**config.mk**
```make
export PLATFORM = sky130hd
export DESIGN_NAME = bsync_aligner
export DESIGN_NICKNAME = d
export VERILOG_FILES = /design/src/rtl/bsync_pkg.sv /design/src/rtl/bsync_phase_ring.sv /design/src/rtl/bsync_decider.sv /design/src/rtl/bsync_aligner.sv
export SDC_FILE = /design/constraint.sdc
export NUM_CORES = 1
export LEC_CHECK = 0
export BUFFER_PORTS_ARGS = -buffer_cell sky130_fd_sc_hd__buf_2
export CORE_AREA = 2 2 39 41
export CTS_CLUSTER_DIAMETER = 50
export DETAILED_ROUTE_END_ITERATION = 10
export DIE_AREA = 0 0 41 43
export SKIP_LAST_GASP = 1
export SYNTH_ARGS = -nofsm -noshare
export SYNTH_HDL_FRONTEND = slang
export SYNTH_SLANG_ARGS = --single-unit
```
**constraint.sdc**
```tcl
create_clock -name clk_div -period 1.9 [get_ports clk_div]
set_input_delay 0.19 -clock clk_div [delete_from_list [all_inputs] [get_ports clk_div]]
set_output_delay 0.19 -clock clk_div [all_outputs]
set_load 0.02 [all_outputs]
```
**src/rtl/bsync_pkg.sv**
```systemverilog
package bsync_pkg;

    // One-hot phase ring: z marks a decision point, x and y are the settle slots
    typedef struct packed {
        logic x;
        logic y;
        logic z;
    } ring_t;

    localparam ring_t RING_INIT = '{x: 1'b0, y: 1'b0, z: 1'b1};

endpackage

```
**src/rtl/bsync_phase_ring.sv**
```systemverilog
module bsync_phase_ring
    import bsync_pkg::*;
(
    input  logic clk_div,
    input  logic rst_n,
    input  logic clr,
    input  logic sync_en,
    output logic decide
);

    ring_t ring_d, ring_q;

    always_comb begin
        ring_d = ring_q;
        if (clr) begin
            ring_d = RING_INIT;
        end else if (sync_en) begin
            ring_d.x = ring_q.z;
            ring_d.y = ring_q.x;
            ring_d.z = ring_q.y;
        end
    end

    always_ff @(posedge clk_div or negedge rst_n) begin
        if (!rst_n) ring_q <= RING_INIT;
        else        ring_q <= ring_d;
    end

    assign decide = sync_en && ring_q.z && !clr;

    AST_RING_ONE_PHASE: assert property (@(posedge clk_div) disable iff (!rst_n)
        $countones({ring_q.x, ring_q.y, ring_q.z}) == 1);
    AST_RING_FROZEN: assert property (@(posedge clk_div) disable iff (!rst_n)
        (!sync_en && !clr) |=> $stable(ring_q));

endmodule

```
**src/rtl/bsync_decider.sv**
```systemverilog
module bsync_decider #(
    parameter int DATA_W = 6
) (
    input  logic clk_div,
    input  logic rst_n,
    input  logic clr,
    input  logic decide,
    input  logic hit,
    output logic bitslip,
    output logic aligned,
    output logic align_fail
);

    localparam int MAX_SLIPS = 2 * DATA_W;
    localparam int AW        = $clog2(MAX_SLIPS + 1);

    typedef struct packed {
        logic          run;
        logic [AW-1:0] tries;
        logic          lock;
        logic          fail;
        logic          slip;
    } dec_t;

    localparam dec_t DEC_INIT = '{run: 1'b0, tries: '0, lock: 1'b0, fail: 1'b0, slip: 1'b0};

    dec_t st_d, st_q;

    always_comb begin
        st_d      = st_q;
        st_d.slip = 1'b0;
        if (clr) begin
            st_d = DEC_INIT;
        end else if (decide && !st_q.lock && !st_q.fail) begin
            if (hit) begin
                if (st_q.run) st_d.lock = 1'b1;
                st_d.run = 1'b1;
            end else begin
                st_d.run = 1'b0;
                if (st_q.tries == AW'(MAX_SLIPS)) begin
                    st_d.fail = 1'b1;
                end else begin
                    st_d.slip  = 1'b1;
                    st_d.tries = st_q.tries + 1'b1;
                end
            end
        end
    end

    always_ff @(posedge clk_div or negedge rst_n) begin
        if (!rst_n) st_q <= DEC_INIT;
        else        st_q <= st_d;
    end

    assign bitslip    = st_q.slip;
    assign aligned    = st_q.lock;
    assign align_fail = st_q.fail;

    AST_PULSE_SINGLE: assert property (@(posedge clk_div) disable iff (!rst_n)
        bitslip |=> !bitslip);
    AST_SLIP_GAP: assert property (@(posedge clk_div) disable iff (!rst_n || clr)
        bitslip |=> !bitslip ##1 !bitslip);
    AST_LOCK_QUIET: assert property (@(posedge clk_div) disable iff (!rst_n)
        aligned |-> !bitslip);
    AST_LOCK_STICKY: assert property (@(posedge clk_div) disable iff (!rst_n)
        (aligned && !clr) |=> aligned);
    AST_FAIL_STICKY: assert property (@(posedge clk_div) disable iff (!rst_n)
        (align_fail && !clr) |=> align_fail && !bitslip);
    AST_FLAGS_EXCL: assert property (@(posedge clk_div) disable iff (!rst_n)
        !(aligned && align_fail));
    AST_CLEAR_STATE: assert property (@(posedge clk_div) disable iff (!rst_n)
        clr |=> !bitslip && !aligned && !align_fail);

endmodule

```
**src/rtl/bsync_aligner.sv**
```systemverilog
module bsync_aligner #(
    parameter int   DATA_W  = 6,
    parameter logic EXP_BIT = 1'b1
) (
    input  logic clk_div,
    input  logic rst_n,
    input  logic clr,
    input  logic sync_en,
    input  logic sample_bit,
    output logic bitslip,
    output logic aligned,
    output logic align_fail
);

    logic decide;
    logic hit;

    assign hit = (sample_bit == EXP_BIT);

    bsync_phase_ring u_ring (
        .clk_div (clk_div),
        .rst_n   (rst_n),
        .clr     (clr),
        .sync_en (sync_en),
        .decide  (decide)
    );

    bsync_decider #(.DATA_W(DATA_W)) u_dec (
        .clk_div    (clk_div),
        .rst_n      (rst_n),
        .clr        (clr),
        .decide     (decide),
        .hit        (hit),
        .bitslip    (bitslip),
        .aligned    (aligned),
        .align_fail (align_fail)
    );

    AST_SLIP_NEEDS_EN: assert property (@(posedge clk_div) disable iff (!rst_n)
        bitslip |-> $past(sync_en));
    AST_SLIP_ON_MISS: assert property (@(posedge clk_div) disable iff (!rst_n)
        bitslip |-> $past(sample_bit) != EXP_BIT);

endmodule

```
=== Word level (Yosys, flattened, before mapping) ===
Index checks and enable logic that the tools add are counted.

* Bits in registers: 11
* Bits of input ports: 5
* Logic and storage cells: 39

* Add/sub/neg operators: 1
* Equal/unequal tests: 3
* Mux-type cells: 12
* Reduce and logical (&&, ||, !) cells: 15

{| class="wikitable"
|+ Operator list
! cell !! count
|-
| two-way mux 8 bit || 2
|-
| nonzero test 2 bit || 5
|-
| AND reduction 3 bit || 3
|-
| two-way mux 4 bit || 2
|-
| two-way mux 3 bit || 2
|-
| two-way mux 1 bit || 5
|-
| adder 4 x 1 -> 4 bit (second input constant) || 1
|-
| == test 4 bit (second input constant) || 1
|-
| logical AND 1 bit || 4
|-
| inequality test 2 bit (second input constant) || 2
|-
| logical NOT 1 bit || 3
|-
| two-way mux 2 bit || 1
|}

=== Logic depth before layout (Yosys ltp) ===
Gate-level depths: netlist of run 1.

* Depth after elaboration: 6
* Mapped depth: 5
* Depth with buffers taken out: 5

=== Cells and area by module ===
From an unflattened synthesis of run 1, not the netlist that was laid out.

* Cells, all modules: 53
* Area total of the unflattened synthesis: 526.8 sq um

{| class="wikitable"
|+ By module, submodules not included
! module !! times used !! cells an instance !! area each (sq um)
|-
| bsync_decider || 1 || 42 || 402.9
|-
| bsync_phase_ring || 1 || 11 || 123.9
|}

=== Worst setup path before layout of run 1 ===
Ideal clock, no wire load.

* Kind: reg2reg
* Start: register u_dec.st_q[3] (netlist name)
* End: register u_dec.st_q[4] (netlist name)
* Setup time: 0.125 ns
* Arrival: 1.288 ns
* Data required time: 1.775 ns
* Path slack: 0.487 ns
* Cell stages (with the launch flop): 6
* Clock period less this slack: 1.413 ns
* Cells stage by stage: dfrtp_1 -> inv_1 -> ha_1 -> and3_2 -> nand3b_4 -> mux2_4

* Longest elaborated chain between the ends: 5
* Elaborated cells on any way between the ends: 8
* Classes of those cells: add/sub (1); eq/ne (2); mux (4); reduce/logical (1)

{| class="wikitable"
|+ RTL lines
! element !! line !! source
|-
| from (decl) || bsync_decider.sv:27 || <nowiki>dec_t st_d, st_q;</nowiki>
|-
| from (signal assigned) || bsync_decider.sv:52 || <nowiki>else st_q <= st_d;</nowiki>
|-
| adder 4 x 1 -> 4 bit || bsync_decider.sv:44 || <nowiki>st_d.tries = st_q.tries + 1'b1;</nowiki>
|-
| two-way mux 4 bit || bsync_decider.sv:40 || <nowiki>if (st_q.tries == AW'(MAX_SLIPS)) begin</nowiki>
|-
| two-way mux 4 bit || bsync_decider.sv:35 || <nowiki>if (hit) begin</nowiki>
|-
| two-way mux 8 bit || bsync_decider.sv:34 || <nowiki>end else if (decide && !st_q.lock && !st_q.fail) begin</nowiki>
|-
| two-way mux 8 bit || bsync_decider.sv:32 || <nowiki>if (clr) begin</nowiki>
|}

Parallel ways exist; a longest one is shown, timed or not. The select of a mux whose other input is x is not followed.
A chain may end at the register's enable or synchronous reset.

=== Worst setup path after layout of run 1 ===
Ends and elaborated chain as after synthesis.

==> results.py, run 1 <==
metrics = {
    "flow_run": {
        "maxCapViolations": 0,
    },
    "placed_design": {
        "place_congestion": 0.6553,
        "numPortBuffers": 7,
        "dp_hpwl_microns": 624.8,
    },
    "cells_and_area": {
        "num-nets-final": 65,
        "final_util_pct": 46.47,
        "multi_input_area_sq_um": 264.0,
        "layout-drive-gt1-share_pct": 35.09,
        "fillers": 131,
        "syn_to_final_growth_pct": 15.77,
        "diodes": 0,
        "seq_area_sq_um": 276.5,
    },
    "worst_hold_path": {
        "holdCritStartpoint": "sync_en",
        "hold-path-endpoint": "u_ring.ring_q[0]",
        "hold_class": "in2reg",
        "hold_depth": 2,
    },
    "floorplan": {
        "dieArea_sq_mm": 0.001763,
        "die_x_microns": 41,
        "ioPinCount": 8,
        "core_area_sq_mm": 0.001384,
        "die_h_microns": 43,
        "row_count": 14,
        "start_util_pct": 40.14,
    },
    "sta": {
        "rsz0062_at_grt": "false",
        "relSlewSlack_pct": 83.46,
        "period_needed_ps": 1482,
        "setup_viol": 0,
        "skew_ps": 4.351,
        "finalMaxSlewViolations": 0,
        "worst_pin_slew_ps": 248.0,
        "post-route-period-util_pct": 77.99,
        "hold_viol_final": 0,
        "max_freq_ghz": 0.6749,
        "final.setup.tns_ps": 0,
    },
    "clock_network": {
        "numCtsBuffers": 3,
        "cts_setup_buffers": 0,
        "root_buffer": "clkbuf_4",
        "clock_latency_ps": 270,
        "h-tree-depth": 1,
        "postCtsResizedCells": 0,
        "ctsHoldBuffers": 1,
        "clock_path_buffers": 2,
        "cts_tree": "done",
        "clkTransAtPathRegs_ps": 70,
        "cts_sinks": 11,
    },
    "synthesis": {
        "async_reset_ff_share_pct": 100.0,
        "syn_area_sq_um": 555.5,
        "yosysTopAreaCellShare_pct": 45.05,
        "yosys.area.top_type": "dfrtp_1",
        "post-synth-top-count-cell": "dfrtp_1",
        "ys_ff_latch": 11,
        "ys_seq_area_share_pct": 49.77,
        "synthCells": 46,
        "avgSynthCellArea_sq_um": 12.08,
        "synthTopCellsByCount": "dfrtp_1, nor2_1, mux2i_1, inv_1",
        "synthFlopType": "dfrtp_1",
        "synthesis.nets": 53,
        "synth_edf_count": 0,
        "synth_area_leaders": "dfrtp_1, mux2i_1, dfstp_2",
        "synth_warnings": 0,
        "synth_cell_type_count": 22,
    },
    "critical_path": {
        "worstRegToRegCells": 5,
        "endpoint_kind": "flip-flop",
        "cpLargestDelayFamily": "flip-flops",
        "start_kind": "flip-flop",
        "path_cells": "inv_1 -> ha_1 -> and3_2 -> nand3b_4 -> mux2_4",
        "critical_path_class": "reg2reg",
        "crit_required_ps": 2060,
        "slowest_stage": "dfrtp_1",
        "rrSetupSlack_ps": 420,
        "cp_num_buf_inv": 1,
        "max_stage_delay_ps": 400,
        "crit_arrival_ps": 1640,
        "worstReg2RegStart": "u_dec.st_q[3]",
        "r2r_end": "u_dec.st_q[4]",
        "cp_max_fo": 5,
    },
    "global_route": {
        "grtUsageTotal_pct": 13.08,
        "grt_max_degree": 12,
        "grt_pass1_wl_microns": 1435,
        "grt_overflow": 0,
        "grt_pass1_vias": 348,
        "grt_antenna_before_repair": 0,
    },
    "drt": {
        "vias": 350,
        "ant_nets": 0,
        "viasPerCell": 4.795,
        "wl_microns": 868,
        "drt_first_pass_iters": 2,
        "wl_per_cell_microns": 11.89,
        "drt-initial-drc-count": 2,
        "route.detailed.drc": 0,
    },
    "power": {
        "p_per_area_mw_per_mm2": 719.5,
        "p_leak_nw": 0.3490,
        "ir_worst_vdd_mv": 0.2977,
    },
    "run_status": {
        "outcome": "completed",
    },
}
==> metal layers <==
layer  vias to the layer above  wire (microns)  GRT usage (%)
met5                         -               0              0
met2                         9             369          18.44
met3                         4              44          3.141
met4                         0              40          12.00
met1                       153             413          15.28
li1                        184               -              -
==> state kept, by name, summed over array words and instances (netlist names) <==
signal / cells
u_dec.align_fail: 1
u_dec.aligned: 1
u_dec.bitslip: 1
u_dec.st_q: 5
u_ring.ring_q: 3
==> kinds of logic (layout without fill, tap and decap cells) <==
logic type	count (synthesis)	count (layout)	synth area share [%]
adders and majority gates	2	2	4.504
muxes	6	6	11.71
xor gates and xnor gates	1	1	1.577
and+or+nand+nor	16	16	21.40
AOI/OAI and AO/OA	6	6	8.333
buffers and inverters	4	15	2.702
DFF	11	11	49.78
==> where the power goes <==
group          internal, mW  total (mW)  switching, mW
sequential            0.244       0.250        0.00620
combinational        0.0235      0.0504         0.0269
clock                0.0813       0.162         0.0807
==> how the worst max path moves through the flow <==
stage	startpoint	end	slack, ps	cells after the start
after floorplan	u_dec.st_q[3]	u_dec.st_q[4]	490	5
after global placement	u_dec.st_q[3]	u_dec.st_q[4]	430	5
after detailed placement	u_dec.st_q[3]	u_dec.st_q[4]	430	5
after CTS	u_dec.st_q[3]	u_dec.st_q[4]	410	5
after global routing	u_dec.st_q[3]	u_dec.st_q[4]	330	5
final	u_dec.st_q[3]	u_dec.st_q[4]	420	5
==> final cells by class <==
class	count	share of cell area [%]
Tap cell	16	3.113
Clock buffer	4	4.086
Sequential cell	11	43.00
Inverter	3	1.751
Multi-Input combinational cell	31	41.05
Timing Repair Buffer	8	7.004
==> worst reg2reg max path, cell delays in order (launching register included) <==
cell	delay, ps
dfrtp_1	400
inv_1	60
ha_1	200
and3_2	220
nand3b_4	180
mux2_4	300
==> per-stage QoR <==
step	power, mW	instance area [sq um]	setup WS (ps)	hold WS, ps	cells
after global routing	0.4925	643.1	334.9	234.6	73
after CTS	0.4709	643.1	414.7	225.7	73
final	0.4627	643.1	418.3	224.1	73
after global placement	0.3050	606.8	434.2	71.76	68
after detailed placement	0.3051	606.8	431.3	78.14	68
after floorplan	0.2866	555.5	486.6	-105.6	46
==> layout by cell type (no fill, tap or decap), drive strengths merged <==
cell         instances
nand2b               2
nor2                 8
xor2                 1
and4bb               1
a21boi               1
mux2i                5
ha                   2
and4b                1
dfrtp               10
and3                 1
nand3b               1
buf                  7
a211o                1
a31oi                2
a41o                 1
nand3                1
inv                  3
clkbuf               4
mux2                 1
and2b                1
dlygate4sd3          1
a21oi                1
dfstp                1
No activity file was read; power rests on OpenSTA's default activity.
==> run 2: changes to the inputs <==
--- a/config.mk
+++ b/config.mk
@@ -5,6 +5,7 @@
 export SDC_FILE = /design/constraint.sdc
 export NUM_CORES = 1
 export LEC_CHECK = 0
+export ABC_AREA = 1
 export BUFFER_PORTS_ARGS = -buffer_cell sky130_fd_sc_hd__buf_2
 export CORE_AREA = 2 2 39 41
 export CTS_CLUSTER_DIAMETER = 50
==> constraint.sdc (replaced) <==
create_clock -name clk_div -period 1.5 [get_ports clk_div]
set_input_delay 0.15 -clock clk_div [delete_from_list [all_inputs] [get_ports clk_div]]
set_output_delay 0.15 -clock clk_div [all_outputs]
set_load 0.02 [all_outputs]
==> run 2 against run 1 <==
Register-to-register slack worse by 150 ps. Combinational power is 30% higher. Synthesized cell count is 54% higher.
==> results.py, run 2 <==
metrics = {
    "synthesis": {
        "yosysTopAreaCellShare_pct": 43.29,
        "synth_edf_count": 0,
        "ys_seq_area_share_pct": 47.84,
        "synthTopCellsByCount": "nand2_1, inv_1, dfrtp_1, nand3_1, nor2_1",
        "synth_cell_type_count": 18,
        "yosys.area.top_type": "dfrtp_1",
        "synth_warnings": 0,
        "avgSynthCellArea_sq_um": 8.142,
        "post-synth-top-count-cell": "nand2_1",
        "ys_ff_latch": 11,
        "synth_area_leaders": "dfrtp_1, nand2_1, inv_1",
        "synthesis.nets": 78,
        "synthCells": 71,
        "synthFlopType": "dfrtp_1",
        "syn_area_sq_um": 578.1,
        "async_reset_ff_share_pct": 100.0,
    },
    "sta": {
        "relSlewSlack_pct": 82.69,
        "final.setup.tns_ps": 0,
        "fin_ws_ps": 266.2,
        "skew_ps": 7.984,
        "setup_viol": 0,
        "period_needed_ps": 1234,
        "worst_pin_slew_ps": 259.7,
        "rsz0062_at_grt": "false",
        "post-route-period-util_pct": 82.26,
        "max_freq_ghz": 0.8105,
        "hold_viol_final": 0,
        "finalMaxSlewViolations": 0,
    },
    "global_route": {
        "grt_pass1_vias": 420,
        "grt_antenna_before_repair": 0,
        "grtUsageTotal_pct": 14.30,
        "grt_max_degree": 12,
        "grt_pass1_wl_microns": 1697,
        "grt_overflow": 0,
    },
    "cells_and_area": {
        "num-nets-final": 91,
        "top_register": "u_dec.st_q",
        "fillers": 133,
        "syn_to_final_growth_pct": 16.02,
        "mostFrequentLayoutCell": "nand2_1",
        "reg_top3": "u_dec.st_q (5), u_ring.ring_q (3)",
        "mostFrequentLayoutCells": "nand2_1, inv_1, dfrtp_1",
        "largest_reg_flops": 5,
        "seq_area_sq_um": 276.5,
        "multi_input_area_sq_um": 242.7,
        "layout-drive-gt1-share_pct": 22.89,
        "diodes": 0,
    },
    "run_status": {
        "outcome": "completed",
    },
    "clock_network": {
        "root_buffer": "clkbuf_4",
        "numCtsBuffers": 3,
        "cts_tree": "done",
        "clock_latency_ps": 280,
        "clock_path_buffers": 2,
        "clkTransAtPathRegs_ps": 80,
        "cts_setup_buffers": 0,
        "h-tree-depth": 1,
        "cts_sinks": 11,
    },
    "power": {
        "p_switching_mw": 0.1620,
        "p_sw_share_pct": 27.26,
        "p_leak_nw": 0.3751,
        "power.total_mw": 0.5940,
        "power_frac_seq_pct": 53.8,
        "pwr-share-comb_pct": 11.0,
        "p_per_area_mw_per_mm2": 885.8,
        "clkPwrFrac_pct": 35.1,
        "ir_worst_vdd_mv": 0.5001,
        "intPower_mw": 0.4321,
    },
    "drt": {
        "wl_per_cell_microns": 10.29,
        "route.detailed.drc": 0,
        "drt_first_pass_iters": 4,
        "vias": 475,
        "ant_nets": 0,
        "drt-initial-drc-count": 7,
        "wl_microns": 1019,
        "viasPerCell": 4.798,
    },
    "critical_path": {
        "crit_required_ps": 1710,
        "start_kind": "flip-flop",
        "cp_max_fo": 6,
        "crit_arrival_ps": 1450,
        "critical_path_class": "reg2reg",
        "endpoint_kind": "flip-flop",
    },
    "floorplan": {
        "ioPinCount": 8,
        "core_area_sq_mm": 0.001384,
        "die_h_microns": 43,
        "row_count": 14,
        "start_util_pct": 41.77,
        "dieArea_sq_mm": 0.001763,
        "die_x_microns": 41,
    },
    "flow_run": {
        "maxCapViolations": 0,
    },
    "placed_design": {
        "dp_hpwl_microns": 718.1,
        "place_congestion": 0.7968,
        "numPortBuffers": 7,
        "post-place-ws_ps": 277.7,
    },
    "worst_hold_path": {
        "hold_class": "in2reg",
    },
}
## run 2: cell families after synthesis
logic type	share of synthesized area (%)
xor+xnor	1.515
fa+ha+maj	4.328
flops	47.84
buf+inv	10.17
simple gates	31.60
compound gates	4.545
## run 2: critical path: stages, from the launching register on
cell     delay, ps
dfrtp_1        430
inv_1           60
ha_1           190
nand3_1         90
nand2_1         50
inv_1           80
nand2_4         70
nand2_2         90
nand2_1         50
nand2_1         50
## run 2: metal layers
layer  vias up  global-route usage [%]  part of all wire [%]
li1        246                       -                     -
met1       213                   21.77                    50
met2        11                   18.13                    42
met3         5                   3.141                   4.8
met4         0                   8.000                   2.7
met5         -                       0                     0
## run 2: path summary, 6_finish.rpt
kind                       cells past startpoint              from  slack, ps                to
setup / recovery                               9     u_dec.st_q[3]        270     u_dec.st_q[5]
hold / removal                                 2               clr        110     u_dec.aligned
setup reg to reg                               9     u_dec.st_q[3]        270     u_dec.st_q[5]
hold reg to reg                                2  u_ring.ring_q[1]        480  u_ring.ring_q[0]
max in group asynchronous                      2             rst_n        970  u_ring.ring_q[0]
min in group asynchronous                      2             rst_n        260     u_dec.aligned
## run 2: timing repair
action,4_1_cts,5_1_grt
endpoints found under the hold margin,11,0
resized for setup,0,0
hold buffers,1,0
## run 2: power groups by stage
stage          Clock [mW]  Sequential [mW]  Combinational, mW
2_1_floorplan           0            0.327             0.0393
3_3_place_gp            0            0.325             0.0642
3_5_place_dp            0            0.326             0.0639
4_1_cts             0.212            0.320             0.0664
5_1_grt             0.228            0.322             0.0763
6_report            0.209            0.320             0.0656
## run 2: layout make-up
class | count | share of cell area (%)
Timing Repair Buffer | 8 | 6.716
Inverter | 15 | 8.769
Clock buffer | 3 | 3.358
Clock inverter | 1 | 0.7463
Sequential cell | 11 | 41.23
Multi-Input combinational cell | 45 | 36.19
Tap cell | 16 | 2.985
## run 2: per-stage QoR
stage          instances  util (%)  hold WS [ps]  cell area [sq um]
3_3_place_gp          94     45.75         36.71              633.1
4_1_cts               99     48.46         117.3              670.6
6_report              99     48.46         109.9              670.6
3_5_place_dp          94     45.75         38.98              633.1
5_1_grt               99     48.46         139.2              670.6
2_1_floorplan         71         -        -145.6              578.1
==> run 3: changes to the inputs <==
==> constraint.sdc (replaced) <==
create_clock -name clk_div -period 1.15 [get_ports clk_div]
set_input_delay 0.115 -clock clk_div [delete_from_list [all_inputs] [get_ports clk_div]]
set_output_delay 0.115 -clock clk_div [all_outputs]
set_load 0.02 [all_outputs]
==> run 3 against run 2 <==
The flow now finishes with violations (negative setup slack). Largest cell class unchanged. First-iteration DRC count decreased by 71%. Setup slack worse by 300 ps. Hold slack worse by 7.4 ps. Via count up 3.6%. Combinational power up 66%. Fmax is 4.1% higher. Critical path depth unchanged. Sequential power grew 29%. Critical endpoint unchanged. Clock skew decreased by 5.3 ps.
==> results.py, run 3 (synthesis gave the netlist of run 2 again) <==
metrics = {
    "placed_design": {
        "numPortBuffers": 7,
        "placed_area_sq_um": 663.1,
        "dp_hpwl_microns": 799.9,
        "place_congestion": 0.7492,
    },
    "sta": {
        "hold_viol_final": 0,
        "finalMaxSlewViolations": 0,
        "post-route-period-util_pct": 103.0,
        "fin_ws_ps": -35.04,
        "setup_viol": 4,
        "max_freq_ghz": 0.8439,
        "relSlewSlack_pct": 83.16,
        "skew_ps": 2.672,
        "worst_pin_slew_ps": 252.6,
        "rsz0062_at_grt": "true",
        "period_needed_ps": 1185,
    },
    "clock_network": {
        "cts_tree": "done",
        "h-tree-depth": 1,
        "clock_latency_ps": 270,
        "clock_path_buffers": 2,
        "root_buffer": "clkbuf_4",
        "cts_setup_buffers": 0,
        "cts_sinks": 11,
        "clkTransAtPathRegs_ps": 80,
        "numCtsBuffers": 3,
    },
    "critical_path": {
        "cpLargestDelayFamily": "simple AND/OR/NAND/NOR gates",
        "max_stage_delay_ps": 390,
        "path_cells": "inv_1 -> ha_2 -> nand3_2 -> nand2_1 -> inv_2 -> nand2_4 -> nand2_4 -> nand2_1 -> nand2_1",
        "crit_arrival_ps": 1360,
        "crit_required_ps": 1320,
        "start_kind": "flip-flop",
        "cp_num_buf_inv": 2,
        "endpoint_kind": "flip-flop",
        "crit_top_cell": "nand2_1",
        "cp_max_fo": 6,
        "slowest_stage": "dfrtp_1",
        "critical_path_class": "reg2reg",
    },
    "floorplan": {
        "start_util_pct": 41.77,
        "row_count": 14,
        "dieArea_sq_mm": 0.001763,
        "ioPinCount": 8,
        "core_area_sq_mm": 0.001384,
        "die_h_microns": 43,
        "die_x_microns": 41,
    },
    "drt": {
        "vias": 492,
        "ant_nets": 0,
        "route.detailed.drc": 0,
        "viasPerCell": 4.777,
        "drt_first_pass_iters": 4,
        "wl_microns": 1106,
        "wl_per_cell_microns": 10.74,
        "drt-initial-drc-count": 2,
    },
    "run_status": {
        "outcome": "complete, but fails checks",
        "violations": "negative setup slack",
    },
    "power": {
        "power.total_mw": 0.8002,
        "ir_worst_vdd_mv": 0.5918,
        "p_leak_nw": 0.3939,
        "p_per_area_mw_per_mm2": 1116,
    },
    "global_route": {
        "grt_max_degree": 12,
        "grt_antenna_before_repair": 0,
        "grtUsageTotal_pct": 15.91,
        "grt_pass1_wl_microns": 1835,
        "grt_pass1_vias": 463,
        "grt_overflow": 0,
    },
    "flow_run": {
        "maxCapViolations": 0,
    },
    "cells_and_area": {
        "fillers": 131,
        "multi_input_area_sq_um": 260.3,
        "syn_to_final_growth_pct": 24.03,
        "fin_area_sq_um": 716.9,
        "seq_area_sq_um": 276.5,
        "mostFrequentLayoutCells": "nand2_1, inv_1, dfrtp_1",
        "layout-drive-gt1-share_pct": 31.03,
        "reg_top3": "u_dec.st_q (5), u_ring.ring_q (3)",
        "mostFrequentLayoutCell": "nand2_1",
        "largest_reg_flops": 5,
        "num-nets-final": 95,
        "diodes": 0,
        "top_register": "u_dec.st_q",
    },
    "worst_hold_path": {
        "hold_class": "in2reg",
    },
}
run 3: cell types whose count changed in the layout (fill, tap and decap cells not counted):
cell / change
nand3_1: -1
clkbuf_1: +1
buf_4: +4
ha_1: -1
inv_2: +1
ha_2: +1
inv_1: -1
nand2_1: -2
nand2_2: +1
clkinv_2: -1
nand2_4: +1
nand3_2: +1
run 3: worst paths after layout:
check | from | to | slack [ps] | depth (start not counted)
max | u_dec.st_q[4] | u_dec.st_q[5] | -40 | 9
min | clr | u_dec.aligned | 100 | 2
max reg2reg | u_dec.st_q[4] | u_dec.st_q[5] | -40 | 9
min reg2reg | u_ring.ring_q[1] | u_ring.ring_q[0] | 480 | 2
max in group asynchronous | rst_n | u_ring.ring_q[0] | 660 | 2
min in group asynchronous | rst_n | u_dec.align_fail | 230 | 2
run 3: per-layer routing:
metal	part of all wire [%]	GRT usage (%)
met5	0	0
met4	2.6	12.00
met3	3.3	3.141
met2	44	23.75
met1	50	18.87
run 3: cell type report:
| class | instances | share of cell area (%) |
|---|---|---|
| clock buffer | 4 | 3.665 |
| inverter | 15 | 8.202 |
| multi-input combinational | 45 | 36.30 |
| sequential | 11 | 38.57 |
| tap | 16 | 2.792 |
| timing repair buffer | 12 | 10.47 |
run 3: metrics by stage:
step | util, % | hold slack [ps] | setup slack, ps | TNS [ps] | cells
floorplan | - | -180.6 | 17.96 | 0 | 71
global placement | 47.92 | 0.7476 | -20.92 | -61.20 | 98
detailed placement | 47.92 | -3.315 | -36.17 | -134.7 | 98
CTS | 51.27 | 96.76 | -25.46 | -94.48 | 103
global route | 51.81 | 140.3 | -99.29 | -377.3 | 103
finish | 51.81 | 102.5 | -35.04 | -126.0 | 103
run 3: repair_timing:
action / 4_1_cts / 5_1_grt
pin swaps: 0 / 1
resized for setup: 2 / 4
endpoints found under the hold margin: 11 / 0
hold buffers: 1 / 0
endpoints found under the setup margin: 4 / 4
run 3: power breakdown:
part	total, mW	switching [mW]	leakage, nW	internal, mW
Combinational	0.109	0.0679	0.232	0.0409
Sequential	0.412	0.00744	0.147	0.405
Clock	0.279	0.145	0.0150	0.135
Total	0.800	0.220	0.394	0.580
